<file path="src/rtl/idec_pkg.sv">
package idec_pkg;

    localparam int unsigned IW     = 32;
    localparam int unsigned OPC_W  = 6;
    localparam int unsigned FN_W   = 6;
    localparam int unsigned REG_W  = 5;
    localparam int unsigned IMM_W  = 16;
    localparam int unsigned TGT_W  = IW - OPC_W;
    localparam int unsigned EXT_W  = IW - IMM_W;
    localparam logic [REG_W-1:0] LINK_REG = '1;

    // opcodes
    localparam logic [OPC_W-1:0] OP_RFMT  = 6'd0;
    localparam logic [OPC_W-1:0] OP_J     = 6'd2;
    localparam logic [OPC_W-1:0] OP_JAL   = 6'd3;
    localparam logic [OPC_W-1:0] OP_BEQ   = 6'd4;
    localparam logic [OPC_W-1:0] OP_BNE   = 6'd5;
    localparam logic [OPC_W-1:0] OP_ADDI  = 6'd8;
    localparam logic [OPC_W-1:0] OP_ADDIU = 6'd9;
    localparam logic [OPC_W-1:0] OP_SLTI  = 6'd10;
    localparam logic [OPC_W-1:0] OP_SLTIU = 6'd11;
    localparam logic [OPC_W-1:0] OP_ANDI  = 6'd12;
    localparam logic [OPC_W-1:0] OP_ORI   = 6'd13;
    localparam logic [OPC_W-1:0] OP_XORI  = 6'd14;
    localparam logic [OPC_W-1:0] OP_LUI   = 6'd15;
    localparam logic [OPC_W-1:0] OP_LW    = 6'd35;
    localparam logic [OPC_W-1:0] OP_SW    = 6'd43;

    // function codes under the register format
    localparam logic [FN_W-1:0] FN_SLL  = 6'h00;
    localparam logic [FN_W-1:0] FN_SRL  = 6'h02;
    localparam logic [FN_W-1:0] FN_SRA  = 6'h03;
    localparam logic [FN_W-1:0] FN_JR   = 6'h08;
    localparam logic [FN_W-1:0] FN_ADD  = 6'h20;
    localparam logic [FN_W-1:0] FN_ADDU = 6'h21;
    localparam logic [FN_W-1:0] FN_SUB  = 6'h22;
    localparam logic [FN_W-1:0] FN_SUBU = 6'h23;
    localparam logic [FN_W-1:0] FN_AND  = 6'h24;
    localparam logic [FN_W-1:0] FN_OR   = 6'h25;
    localparam logic [FN_W-1:0] FN_XOR  = 6'h26;
    localparam logic [FN_W-1:0] FN_NOR  = 6'h27;
    localparam logic [FN_W-1:0] FN_SLT  = 6'h2A;
    localparam logic [FN_W-1:0] FN_SLTU = 6'h2B;

    typedef enum logic [3:0] {
        ALU_ADD  = 4'd0,
        ALU_SUB  = 4'd1,
        ALU_AND  = 4'd2,
        ALU_OR   = 4'd3,
        ALU_XOR  = 4'd4,
        ALU_NOR  = 4'd5,
        ALU_SLT  = 4'd6,
        ALU_SLTU = 4'd7,
        ALU_SLL  = 4'd8,
        ALU_SRL  = 4'd9,
        ALU_SRA  = 4'd10,
        ALU_LUI  = 4'd11
    } alu_op_e;

    typedef enum logic [1:0] {
        DST_NONE = 2'd0,
        DST_RD   = 2'd1,
        DST_RT   = 2'd2,
        DST_LINK = 2'd3
    } dst_sel_e;

    typedef enum logic [1:0] {
        EXT_SIGN  = 2'd0,
        EXT_ZERO  = 2'd1,
        EXT_UPPER = 2'd2
    } ext_e;

    typedef struct packed {
        logic [OPC_W-1:0] opc;
        logic [REG_W-1:0] rs;
        logic [REG_W-1:0] rt;
        logic [REG_W-1:0] rd;
        logic [REG_W-1:0] shamt;
        logic [FN_W-1:0]  funct;
        logic [IMM_W-1:0] imm;
        logic [TGT_W-1:0] tgt;
    } fields_t;

    typedef struct packed {
        alu_op_e  alu;
        dst_sel_e dst;
        ext_e     ext;
        logic     mem_rd;
        logic     mem_wr;
        logic     br_eq;
        logic     br_ne;
        logic     jmp;
        logic     jmp_reg;
        logic     link;
        logic     ovf_chk;
        logic     illegal;
    } ctrl_t;

    typedef struct packed {
        logic [REG_W-1:0] rs;
        logic [REG_W-1:0] rt;
        logic [REG_W-1:0] dst;
        logic [REG_W-1:0] shamt;
        logic [IW-1:0]    imm;
        logic [TGT_W-1:0] tgt;
        alu_op_e          alu;
        logic             we;
        logic             mem_rd;
        logic             mem_wr;
        logic             br_eq;
        logic             br_ne;
        logic             jmp;
        logic             jmp_reg;
        logic             link;
        logic             ovf_chk;
        logic             illegal;
    } dec_out_t;

    // quiet control word: no write, no strobe, no flag
    function automatic ctrl_t ctrl_quiet();
        ctrl_t c;
        c         = '0;
        c.alu     = ALU_ADD;
        c.dst     = DST_NONE;
        c.ext     = EXT_SIGN;
        return c;
    endfunction

    function automatic ctrl_t ctrl_alu(alu_op_e op, dst_sel_e d, ext_e e);
        ctrl_t c;
        c     = ctrl_quiet();
        c.alu = op;
        c.dst = d;
        c.ext = e;
        return c;
    endfunction

endpackage

</file>
<file path="src/rtl/idec_fields.sv">
module idec_fields
    import idec_pkg::*;
(
    input  logic [IW-1:0] instr_i,
    output fields_t       fields_o
);
    localparam int unsigned OPC_LSB = IW - OPC_W;
    localparam int unsigned RS_LSB  = OPC_LSB - REG_W;
    localparam int unsigned RT_LSB  = RS_LSB - REG_W;
    localparam int unsigned RD_LSB  = RT_LSB - REG_W;
    localparam int unsigned SH_LSB  = RD_LSB - REG_W;

    always_comb begin
        fields_o.opc   = instr_i[IW-1 -: OPC_W];
        fields_o.rs    = instr_i[RS_LSB +: REG_W];
        fields_o.rt    = instr_i[RT_LSB +: REG_W];
        fields_o.rd    = instr_i[RD_LSB +: REG_W];
        fields_o.shamt = instr_i[SH_LSB +: REG_W];
        fields_o.funct = instr_i[FN_W-1:0];
        fields_o.imm   = instr_i[IMM_W-1:0];
        fields_o.tgt   = instr_i[TGT_W-1:0];
    end
endmodule

</file>
<file path="src/rtl/idec_ctrl.sv">
module idec_ctrl
    import idec_pkg::*;
(
    input  logic [OPC_W-1:0] opc_i,
    input  logic [FN_W-1:0]  funct_i,
    output ctrl_t            ctrl_o
);
    ctrl_t rfmt;

    // register-format decode by function code
    always_comb begin
        rfmt = ctrl_quiet();
        unique case (funct_i)
            FN_ADD:  begin rfmt = ctrl_alu(ALU_ADD, DST_RD, EXT_SIGN); rfmt.ovf_chk = 1'b1; end
            FN_ADDU: rfmt = ctrl_alu(ALU_ADD,  DST_RD, EXT_SIGN);
            FN_SUB:  begin rfmt = ctrl_alu(ALU_SUB, DST_RD, EXT_SIGN); rfmt.ovf_chk = 1'b1; end
            FN_SUBU: rfmt = ctrl_alu(ALU_SUB,  DST_RD, EXT_SIGN);
            FN_AND:  rfmt = ctrl_alu(ALU_AND,  DST_RD, EXT_SIGN);
            FN_OR:   rfmt = ctrl_alu(ALU_OR,   DST_RD, EXT_SIGN);
            FN_XOR:  rfmt = ctrl_alu(ALU_XOR,  DST_RD, EXT_SIGN);
            FN_NOR:  rfmt = ctrl_alu(ALU_NOR,  DST_RD, EXT_SIGN);
            FN_SLT:  rfmt = ctrl_alu(ALU_SLT,  DST_RD, EXT_SIGN);
            FN_SLTU: rfmt = ctrl_alu(ALU_SLTU, DST_RD, EXT_SIGN);
            FN_SLL:  rfmt = ctrl_alu(ALU_SLL,  DST_RD, EXT_SIGN);
            FN_SRL:  rfmt = ctrl_alu(ALU_SRL,  DST_RD, EXT_SIGN);
            FN_SRA:  rfmt = ctrl_alu(ALU_SRA,  DST_RD, EXT_SIGN);
            FN_JR:   rfmt.jmp_reg = 1'b1;
            default: rfmt.illegal = 1'b1;
        endcase
    end

    // opcode decode
    always_comb begin
        ctrl_o = ctrl_quiet();
        unique case (opc_i)
            OP_RFMT:  ctrl_o = rfmt;
            OP_J:     ctrl_o.jmp = 1'b1;
            OP_JAL:   begin
                ctrl_o.jmp  = 1'b1;
                ctrl_o.link = 1'b1;
                ctrl_o.dst  = DST_LINK;
            end
            OP_BEQ:   begin ctrl_o = ctrl_alu(ALU_SUB, DST_NONE, EXT_SIGN); ctrl_o.br_eq = 1'b1; end
            OP_BNE:   begin ctrl_o = ctrl_alu(ALU_SUB, DST_NONE, EXT_SIGN); ctrl_o.br_ne = 1'b1; end
            OP_ADDI:  begin ctrl_o = ctrl_alu(ALU_ADD, DST_RT, EXT_SIGN); ctrl_o.ovf_chk = 1'b1; end
            OP_ADDIU: ctrl_o = ctrl_alu(ALU_ADD,  DST_RT, EXT_SIGN);
            OP_SLTI:  ctrl_o = ctrl_alu(ALU_SLT,  DST_RT, EXT_SIGN);
            OP_SLTIU: ctrl_o = ctrl_alu(ALU_SLTU, DST_RT, EXT_SIGN);
            OP_ANDI:  ctrl_o = ctrl_alu(ALU_AND,  DST_RT, EXT_ZERO);
            OP_ORI:   ctrl_o = ctrl_alu(ALU_OR,   DST_RT, EXT_ZERO);
            OP_XORI:  ctrl_o = ctrl_alu(ALU_XOR,  DST_RT, EXT_ZERO);
            OP_LUI:   ctrl_o = ctrl_alu(ALU_LUI,  DST_RT, EXT_UPPER);
            OP_LW:    begin ctrl_o = ctrl_alu(ALU_ADD, DST_RT, EXT_SIGN); ctrl_o.mem_rd = 1'b1; end
            OP_SW:    begin ctrl_o = ctrl_alu(ALU_ADD, DST_NONE, EXT_SIGN); ctrl_o.mem_wr = 1'b1; end
            default:  ctrl_o.illegal = 1'b1;
        endcase
    end
endmodule

</file>
<file path="src/rtl/idec_imm.sv">
module idec_imm
    import idec_pkg::*;
(
    input  logic [IMM_W-1:0] imm_i,
    input  ext_e             mode_i,
    output logic [IW-1:0]    imm_o
);
    always_comb begin
        unique case (mode_i)
            EXT_ZERO:  imm_o = {{EXT_W{1'b0}}, imm_i};
            EXT_UPPER: imm_o = {imm_i, {EXT_W{1'b0}}};
            default:   imm_o = {{EXT_W{imm_i[IMM_W-1]}}, imm_i};
        endcase
    end
endmodule

</file>
<file path="src/rtl/idec_top.sv">
module idec_top
    import idec_pkg::*;
#(
    parameter bit REGISTERED = 1'b0
)(
    input  logic                 clk,
    input  logic                 rst,
    input  logic [IW-1:0]        instr_i,
    output logic [REG_W-1:0]     rs_o,
    output logic [REG_W-1:0]     rt_o,
    output logic [REG_W-1:0]     dst_o,
    output logic [REG_W-1:0]     shamt_o,
    output logic [IW-1:0]        imm_o,
    output logic [TGT_W-1:0]     jtgt_o,
    output logic [3:0]           alu_op_o,
    output logic                 reg_we_o,
    output logic                 mem_rd_o,
    output logic                 mem_wr_o,
    output logic                 br_eq_o,
    output logic                 br_ne_o,
    output logic                 jump_o,
    output logic                 jump_reg_o,
    output logic                 link_o,
    output logic                 ovf_chk_o,
    output logic                 illegal_o
);
    fields_t          fld;
    ctrl_t            ctl;
    logic [IW-1:0]    imm_ext;
    logic [REG_W-1:0] dst_idx;
    dec_out_t         dec_c;
    dec_out_t         dec_q;

    idec_fields u_fields (
        .instr_i  (instr_i),
        .fields_o (fld)
    );

    idec_ctrl u_ctrl (
        .opc_i   (fld.opc),
        .funct_i (fld.funct),
        .ctrl_o  (ctl)
    );

    idec_imm u_imm (
        .imm_i  (fld.imm),
        .mode_i (ctl.ext),
        .imm_o  (imm_ext)
    );

    // destination by format
    always_comb begin
        unique case (ctl.dst)
            DST_RD:   dst_idx = fld.rd;
            DST_RT:   dst_idx = fld.rt;
            DST_LINK: dst_idx = LINK_REG;
            default:  dst_idx = '0;
        endcase
    end

    always_comb begin
        dec_c         = '0;
        dec_c.rs      = fld.rs;
        dec_c.rt      = fld.rt;
        dec_c.dst     = dst_idx;
        dec_c.shamt   = fld.shamt;
        dec_c.imm     = imm_ext;
        dec_c.tgt     = fld.tgt;
        dec_c.alu     = ctl.alu;
        dec_c.we      = (ctl.dst != DST_NONE) && (dst_idx != '0) && !ctl.illegal;
        dec_c.mem_rd  = ctl.mem_rd;
        dec_c.mem_wr  = ctl.mem_wr;
        dec_c.br_eq   = ctl.br_eq;
        dec_c.br_ne   = ctl.br_ne;
        dec_c.jmp     = ctl.jmp;
        dec_c.jmp_reg = ctl.jmp_reg;
        dec_c.link    = ctl.link;
        dec_c.ovf_chk = ctl.ovf_chk;
        dec_c.illegal = ctl.illegal;
    end

    generate
        if (REGISTERED) begin : g_reg
            always_ff @(posedge clk) begin
                if (rst) dec_q <= '0;
                else     dec_q <= dec_c;
            end
        end else begin : g_comb
            assign dec_q = dec_c;
        end
    endgenerate

    assign rs_o       = dec_q.rs;
    assign rt_o       = dec_q.rt;
    assign dst_o      = dec_q.dst;
    assign shamt_o    = dec_q.shamt;
    assign imm_o      = dec_q.imm;
    assign jtgt_o     = dec_q.tgt;
    assign alu_op_o   = dec_q.alu;
    assign reg_we_o   = dec_q.we;
    assign mem_rd_o   = dec_q.mem_rd;
    assign mem_wr_o   = dec_q.mem_wr;
    assign br_eq_o    = dec_q.br_eq;
    assign br_ne_o    = dec_q.br_ne;
    assign jump_o     = dec_q.jmp;
    assign jump_reg_o = dec_q.jmp_reg;
    assign link_o     = dec_q.link;
    assign ovf_chk_o  = dec_q.ovf_chk;
    assign illegal_o  = dec_q.illegal;

    // checks on the outputs
    assert_illegal_quiet_R11: assert property (@(posedge clk) disable iff (rst)
        illegal_o |-> !(reg_we_o || mem_rd_o || mem_wr_o || br_eq_o || br_ne_o ||
                        jump_o || jump_reg_o || link_o || ovf_chk_o));

    assert_zero_dest_R4: assert property (@(posedge clk) disable iff (rst)
        reg_we_o |-> (dst_o != '0));

    assert_link_dest_R9: assert property (@(posedge clk) disable iff (rst)
        link_o |-> (jump_o && reg_we_o && dst_o == LINK_REG));

    assert_mem_excl_R7: assert property (@(posedge clk) disable iff (rst)
        !(mem_rd_o && mem_wr_o));

    assert_lui_low_R6: assert property (@(posedge clk) disable iff (rst)
        (alu_op_o == ALU_LUI) |-> (imm_o[EXT_W-1:0] == '0));

    assert_branch_nowr_R8: assert property (@(posedge clk) disable iff (rst)
        (br_eq_o || br_ne_o) |-> (!reg_we_o && $onehot0({br_eq_o, br_ne_o, jump_o, jump_reg_o})));
endmodule

</file>
<file path="config.mk">
export PLATFORM = sky130hd
export DESIGN_NAME = idec_top
export DESIGN_NICKNAME = d
export VERILOG_FILES = /design/src/rtl/idec_pkg.sv /design/src/rtl/idec_fields.sv /design/src/rtl/idec_ctrl.sv /design/src/rtl/idec_imm.sv /design/src/rtl/idec_top.sv
export SDC_FILE = /design/constraint.sdc
export NUM_CORES = 1
export LEC_CHECK = 0
export BUFFER_PORTS_ARGS = -buffer_cell sky130_fd_sc_hd__buf_2
export CAP_MARGIN = 20
export CORE_MARGIN = 2
export CORE_UTILIZATION = 41
export DETAILED_ROUTE_END_ITERATION = 10
export GPL_TIMING_DRIVEN = 0
export MAX_ROUTING_LAYER = met4
export PLACE_DENSITY = 0.91
export SLEW_MARGIN = 0
export SYNTH_ARGS = -nofsm -noshare
export SYNTH_HDL_FRONTEND = slang
export SYNTH_SLANG_ARGS = --single-unit
</file>
<file path="constraint.sdc">
create_clock -name vclk -period 6.9
set_input_delay 1.38 -clock vclk [all_inputs]
set_output_delay 1.38 -clock vclk [all_outputs]
set_load 0.01 [all_outputs]
</file>
Yosys cells after proc, flatten, opt, wreduce, memory -nomap -nowiden
Cells that the tools add are included.

operators by class
  reduce and logical (&&, ||, !) cells = 16
  muxes and demuxes = 14
  equality and inequality tests = 32

operators by type and width
  cell                                                             count
  13-bit case mux with 11 select lines                             1
  6-bit == test, second input constant                             12
  32-bit case mux with 2 select lines                              1
  6-bit by 4-bit == test with 1-bit output, second input constant  9
  6-bit case mux with 7 select lines                               1
  4-bit case mux with 8 select lines                               1
  14-bit OR reduction                                              2
  6-bit by 2-bit == test with 1-bit output, second input constant  4
  5-bit case mux with 3 select lines                               1
  6-bit by 3-bit == test with 1-bit output, second input constant  2
  6-bit zero test                                                  2
  2-bit OR reduction                                               5
  9-bit OR reduction                                               1
  1-bit case mux with 2 select lines                               4
  2-bit == test, second input constant                             3
  2-bit case mux with 3 select lines                               1
  5-bit nonzero test                                               1
  2-bit by 1-bit == test with 1-bit output, second input constant  2
  1-bit two-way mux                                                4
  3-bit OR reduction                                               1
  1-bit logical AND                                                2
  2-bit nonzero test                                               1
  1-bit zero test                                                  1

word-level totals
  flip-flop bits (word level) = 0
  input port bits = 34
  word-level logic and storage cells = 62

Depth between registers and ports, before layout
Gate-level depths: netlist of run 1.

  depth in word-level cells = 9
  gate-level depth with buffers = 9
  depth with buffers taken out = 7

Modules after synthesis
From an unflattened synthesis of run 1, not the netlist that was laid out.

second synthesis, totals
  cell total of the unflattened synthesis = 212
  area, all modules = 1416.4 um^2

by module, submodules not included
  module       seq. area each (um^2)  area each (um^2)  times used  cells each
  idec_fields  0.0                    555.5             1           74
  idec_ctrl    0.0                    417.9             1           74
  idec_imm     0.0                    321.6             1           43
  idec_top     0.0                    121.4             1           21

Worst setup path after synthesis of run 1
OpenSTA, ideal clock, no wires.

  path kind = input-to-output
  start point = input instr_i[29]
  end point = output imm_o[16]
  arrival time = 2.929 ns
  setup slack = 2.591 ns
  path buffers = 3
  cell stages on the path = 7
  cell sequence = clkbuf_1 -> nand4_1 -> ha_1 -> and2_1 -> clkbuf_1 -> clkbuf_1 -> a21o_1

between the ends
  longest elaborated chain between the ends = 5

RTL lines
  item                                                                       line             RTL
  from (decl)                                                                idec_top.sv:8    input logic [IW-1:0] instr_i,
  6-bit by 4-bit == test with 1-bit output                                   idec_ctrl.sv:35  unique case (opc_i)
  3-bit OR reduction (no line)                                               n/a
  6-bit case mux with 7 select lines (*)                                     idec_ctrl.sv:35
  2-bit == test or 2-bit by 1-bit == test with 1-bit output (tied branches)  idec_imm.sv:9    unique case (mode_i)
  32-bit case mux with 2 select lines (*)                                    idec_imm.sv:9
  to (decl)                                                                  idec_top.sv:13   output logic [IW-1:0] imm_o,

Mark *: on every way between the ends. The rest lies on a longest branch, timed or not.

Worst setup path in the final report of run 1
  start point = input instr_i[29]
  end point = output imm_o[25]

Same word-level chain as after synthesis.

==> flow_summary_export.csv, run 1 <==
group,metric,value,unit
global_routing,grt_pass1_vias,1273,
logic_synthesis,syn_nets,218,
clock_network,ctsResizeCount,0,
finish,area_growth,49.9,%
sta,worst_slew_pin_slew,0.444,ns
drt,vias_per_cell,4.91,
logic_synthesis,synth_area,1240,um2
floorplan,initial_utilization,44.2,%
setup_path,slowest_delay,0.39,ns
global_routing,grt_util_all_layers,21.1,%
setup_path,cp_cell_sequence,"buf_2 > clkbuf_1 > nand4_1 > ha_1 > nor2b_1 > clkbuf_1 > a21o_1 > buf_2",
place,place.gp.congestion,0.813,
finish,postLayoutCoreUtil,66.3,%
finish,multiInputGateArea,842,um2
drt,wl_per_cell,12.2,um
place,dp.cells,329,
global_routing,grt_pass1_wl,5900,um
min_path,hold_path_class,"input pin to primary output",
setup_path,path_class,"input pin to primary output",
flow_run,drv_cap,0,
logic_synthesis,yosysMostFrequentCell,"buf_4",
drt,first_iter_violations,70,
sta,hold_slack,2.94,ns
place,portBuffers,116,
logic_synthesis,post_synth.cell_area_avg,6.82,um2
sta,slew_violations,0,
floorplan,ios,126,
power_and_ir_drop,p_leak,0.00110,uW
setup_path,cp_slowest_cell,"ha_1",
finish,fillers,251,
outcome,status,"finished clean",
setup_path,cp-start-kind,"input pin",
power_and_ir_drop,powerDensity,62.3,nW/um2
sta,finalCritPeriodShare,71.5,%
finish,drive_gt1_share,57.4,%
floorplan,die_area,3480,um2
logic_synthesis,synth_area_leader_cell,"buf_4",
sta,final-setup-viol-count,0,
sta,slew_headroom,70.3,%
finish,nClkBuffers,0,
drt,dr.pass1.iters,4,
logic_synthesis,synth_top_cells_by_count,"43 x buf_4, 18 x nor2b_1, 15 x a21o_1",
global_routing,antenna_found_initial,0,
logic_synthesis,ys_warn_count,0,
logic_synthesis,syn_inst,182,
place,dp_hpwl,3270,um
setup_path,worstPathMaxFanout,10,
drt,vias,1617,
finish,regArea,0,um2
floorplan,die_h,59.0,um
finish,instances_no_fill,329,
finish,antenna_cells,0,
finish,nFlopsAndLatches,0,
sta,rsz0062_at_grt,"false",
setup_path,endpoint_kind,"primary output",
drt,drc,0,
sta,final.setup.tns,0,ns
sta,fmax,203,MHz
finish,num-nets-final,336,
drt,routed_wl,4000,um
sta,period_needed,4.93,ns
setup_path,worstPathArrival,3.55,ns
drt,ant_nets,0,
logic_synthesis,yosysUniqueCellTypes,44,
sta,hold_viol,0,
logic_synthesis,yosys-top-cells-area,"buf_4 26%, a21o_1 9.1%, nor2b_1 9.1%",
logic_synthesis,ys_seq_area_share,0,%
setup_path,worstPathRequired,5.52,ns
global_routing,overflow,0,
logic_synthesis,synth_top_area_share,26.0,%
global_routing,grt_max_degree,11,
clock_network,post-cts-setup-buffer-count,0,
clock_network,ctsHoldBuffers,0,
floorplan,fp-row-count,19,
floorplan,core,2810,um2
floorplan,fp.dieW,59.0,um
power_and_ir_drop,vdd_ir_drop_max,40.9,uV
power_and_ir_drop,total_power,116,uW
-- cell type report --
cell class	count	share of cell area, %
Tap cell	31	2.08
Buffer	55	20.6
Inverter	4	0.807
Timing Repair Buffer	116	31.2
Multi-Input combinational cell	123	45.3
-- cells by family after synthesis --
| kind of cell | Yosys count | share of synthesized area, % |
|---|---|---|
| and+or+nand+nor | 73 | 36.5 |
| adders and majority gates | 2 | 2.02 |
| buffers and inverters | 59 | 32.2 |
| AOI/OAI and AO/OA | 47 | 28.6 |
| xor gates and xnor gates | 1 | 0.706 |
-- worst paths after layout --
kind / startpoint / endpoint / slack, ns / cells past startpoint
worst max-delay path: instr_i[29] / imm_o[25] / 1.97 / 8
worst min-delay path: instr_i[23] / jtgt_o[23] / 2.94 / 2
-- where the power goes --
| group | internal [uW] | switching [uW] |
|---|---|---|
| clock network | 0 | 0 |
| logic | 56.3 | 59.6 |
| registers | 0 | 0 |
| total | 56.3 | 59.6 |
-- cells in the final DEF, fill, tap and decap left out, types with 2 or more instances in the layout --
master     Yosys  final
nor3_1         3      3
a21o_1        15     15
o21ai_0        4      4
a21oi_1        3      3
a22oi_1        3      3
buf_6          2      2
o21bai_1       2      2
clkbuf_1       9      9
nand3_1        2      2
ha_1           2      2
and2_1         2      2
o22ai_1        3      3
or4_1          2      2
nand4_1        2      2
buf_4         43     43
nor2_1        12     12
o211ai_1       2      2
inv_1          3      3
nand2_1       10     10
nor2b_1       18     18
a221o_1        3      3
a31oi_1        2      2
buf_2          1    117
o2bb2ai_1      3      3
nor4_1         4      4
nand2b_1       7      7
o21a_1         3      3
-- routing by layer --
layer / vias to the layer above / part of all wire [%] / track usage (%)
li1: 832 / - / -
met1: 715 / 44 / 29.1
met2: 70 / 51 / 36.2
met3: 0 / 5.5 / 0.655
met4: 0 / 0 / 1.30
met5: - / 0 / -
-- metrics by stage --
stage                     area [um2]  worst slack (ns)
final                           1860              1.97
after global routing            1860              1.73
after CTS                       1860              1.93
after detailed placement        1860              1.95
after global placement          1860              2.00
after floorplan                 1240              2.59
-- worst max-delay path, delay by kind of cell --
kind                     cells  cell delay [ns]
AO/OA/AOI/OAI                1             0.19
buffers and inverters        4             0.98
adder cells (fa/ha/maj)      1             0.39
AND/OR/NAND/NOR              2             0.61
No activity file was read; power rests on OpenSTA's default activity.
==> inputs of run 2 (changes only) <==
--- a/config.mk
+++ b/config.mk
@@ -5,14 +5,15 @@
 export SDC_FILE = /design/constraint.sdc
 export NUM_CORES = 1
 export LEC_CHECK = 0
+export ABC_AREA = 1
 export BUFFER_PORTS_ARGS = -buffer_cell sky130_fd_sc_hd__buf_2
 export CAP_MARGIN = 20
 export CORE_MARGIN = 2
-export CORE_UTILIZATION = 41
+export CORE_UTILIZATION = 32
 export DETAILED_ROUTE_END_ITERATION = 10
 export GPL_TIMING_DRIVEN = 0
 export MAX_ROUTING_LAYER = met4
-export PLACE_DENSITY = 0.91
+export PLACE_DENSITY = 0.8
 export SLEW_MARGIN = 0
 export SYNTH_ARGS = -nofsm -noshare
 export SYNTH_HDL_FRONTEND = slang
==> constraint.sdc (replaced) <==
create_clock -name vclk -period 4.2
set_input_delay 0.84 -clock vclk [all_inputs]
set_output_delay 0.84 -clock vclk [all_outputs]
set_load 0.01 [all_outputs]
==> flow_summary_export.csv, run 2 <==
group,metric,value,unit
floorplan,initial_utilization,33.2,%
floorplan,die_area,3920,um2
sta,rsz0062_at_grt,"false",
logic_synthesis,synth_top_cells_by_count,"41 x buf_4, 34 x inv_1, 30 x nor2_1",
drt,dr.pass1.iters,4,
logic_synthesis,synth_top_area_share,28.0,%
logic_synthesis,ys_seq_area_share,0,%
global_routing,antenna_found_initial,0,
logic_synthesis,syn_nets,233,
finish,nFlopsAndLatches,0,
sta,hold_viol,0,
global_routing,grt_util_met1,21.1,%
global_routing,grt_max_degree,11,
clock_network,ctsResizeCount,0,
clock_network,ctsHoldBuffers,0,
finish,num-nets-final,354,
sta,finalCritPeriodShare,92.6,%
global_routing,grt.met3_usage,2.16,%
sta,worst_slew_pin_slew,0.469,ns
outcome,status,"finished clean",
finish,regArea,0,um2
finish,layout_commonest_cell,"buf_2",
sta,fin_ws,0.310,ns
min_path,hold_path_class,"input pin to primary output",
global_routing,met2_usage,30.8,%
floorplan,fp.dieW,62.6,um
logic_synthesis,syn_inst,197,
drt,first_iter_violations,53,
finish,antenna_cells,0,
power_and_ir_drop,vdd_ir_drop_max,41.1,uV
logic_synthesis,synth_area,1100,um2
setup_path,worstPathArrival,3.05,ns
finish,drive_gt1_share,57.3,%
setup_path,cp_cell_sequence,"buf_2 > nor2_8 > inv_1 > nor3_2 > inv_1 > nor2_1 > inv_1 > ha_1 > nor2_1 > clkbuf_1 > nor2_1 > buf_2",
setup_path,worstPathRequired,3.36,ns
sta,final.setup.tns,0,ns
drt,routed_wl,3450,um
setup_path,slowest_delay,0.40,ns
global_routing,overflow,0,
floorplan,ios,126,
flow_run,drv_cap,0,
power_and_ir_drop,total_power,170,uW
setup_path,path_class,"input pin to primary output",
setup_path,cp-start-kind,"input pin",
sta,slew_headroom,68.6,%
setup_path,worstPathMaxFanout,10,
power_and_ir_drop,p_leak,0.00116,uW
global_routing,grt_pass1_wl,5710,um
floorplan,die_h,62.6,um
floorplan,fp-row-count,21,
place,preCtsSetupSlack,0.315,ns
drt,drc,0,
place,dp_hpwl,3070,um
drt,wl_per_cell,9.52,um
sta,fmax,257,MHz
place,place.gp.congestion,0.828,
logic_synthesis,yosys-top-cells-area,"buf_4 28%, inv_1 12%, nor2_1 10%",
logic_synthesis,ys_warn_count,0,
floorplan,core,3310,um2
clock_network,post-cts-setup-buffer-count,0,
finish,nClkBuffers,0,
logic_synthesis,yosysUniqueCellTypes,27,
drt,vias_per_cell,4.40,
global_routing,grt_pass1_vias,1355,
drt,vias,1594,
logic_synthesis,yosysMostFrequentCell,"buf_4",
sta,final-setup-viol-count,0,
sta,period_needed,3.89,ns
logic_synthesis,post_synth.cell_area_avg,5.58,um2
power_and_ir_drop,powerDensity,96.9,nW/um2
place,portBuffers,119,
setup_path,endpoint_kind,"primary output",
setup_path,cp_slowest_cell,"clkbuf_1",
finish,postLayoutCoreUtil,52.9,%
finish,layout_common_cells,"119 x buf_2, 41 x buf_4, 34 x inv_1",
global_routing,grt_busiest_layer,"met2",
finish,area_growth,59.4,%
logic_synthesis,synth_area_leader_cell,"buf_4",
global_routing,grt_util_all_layers,16.9,%
sta,hold_slack,1.86,ns
sta,slew_violations,0,
drt,ant_nets,0,
==> run 2: changes by cell type after synthesis, sizes merged, moves of 4 or more <==
cell	change
inv	+32
buf	-4
nand3	+17
clkbuf	-7
o21ai	+12
nor2b	-18
nand2b	-8
a21o	-15
nand2	+16
nor2	+21
==> run 2: cell type report <==
| cell class | count | area (um2) |
|---|---|---|
| Fill cell | 358 | 1560 |
| Multi-Input combinational cell | 117 | 646 |
| Timing Repair Buffer | 119 | 596 |
| Inverter | 36 | 135 |
| Tap cell | 46 | 57.6 |
| Buffer | 44 | 319 |
==> run 2: power by group <==
group / leakage [uW] / total [uW] / switching (uW) / internal, uW
Combinational: 0.00116 / 170 / 90.5 / 79.4
Sequential: 0 / 0 / 0 / 0
Clock: 0 / 0 / 0 / 0
==> run 2: cell families after synthesis <==
group / count (synthesis) / synth area share [%]
AOI/OAI and AO/OA: 30 / 16.4
adders and majority gates: 2 / 2.27
buffers and inverters: 80 / 41.3
and+or+nand+nor: 85 / 40.0
==> run 2: path summary, 6_finish.rpt <==
path | startpoint | end | slack (ns) | cells after the start
setup / recovery | instr_i[30] | imm_o[0] | 0.31 | 12
hold / removal | instr_i[23] | jtgt_o[23] | 1.86 | 2
==> run 2: per-layer routing <==
metal | routed length [um] | vias to the layer above
met4 | 0 | 0
met5 | 0 | -
met1 | 1460 | 700
li1 | - | 824
met3 | 299 | 0
met2 | 1690 | 70
==> run 2: critical path: cells and delay by family <==
kind | cells | cell delay (ns)
fa+ha+maj | 1 | 0.31
buf+inv | 6 | 0.93
simple gates | 5 | 0.96
==> run 2: through the flow <==
| stage | cell area (um2) | cells |
|---|---|---|
| final | 1750 | 362 |
| after global routing | 1750 | 362 |
| after CTS | 1750 | 362 |
| after detailed placement | 1750 | 362 |
| after global placement | 1750 | 362 |
| after floorplan | 1100 | 197 |
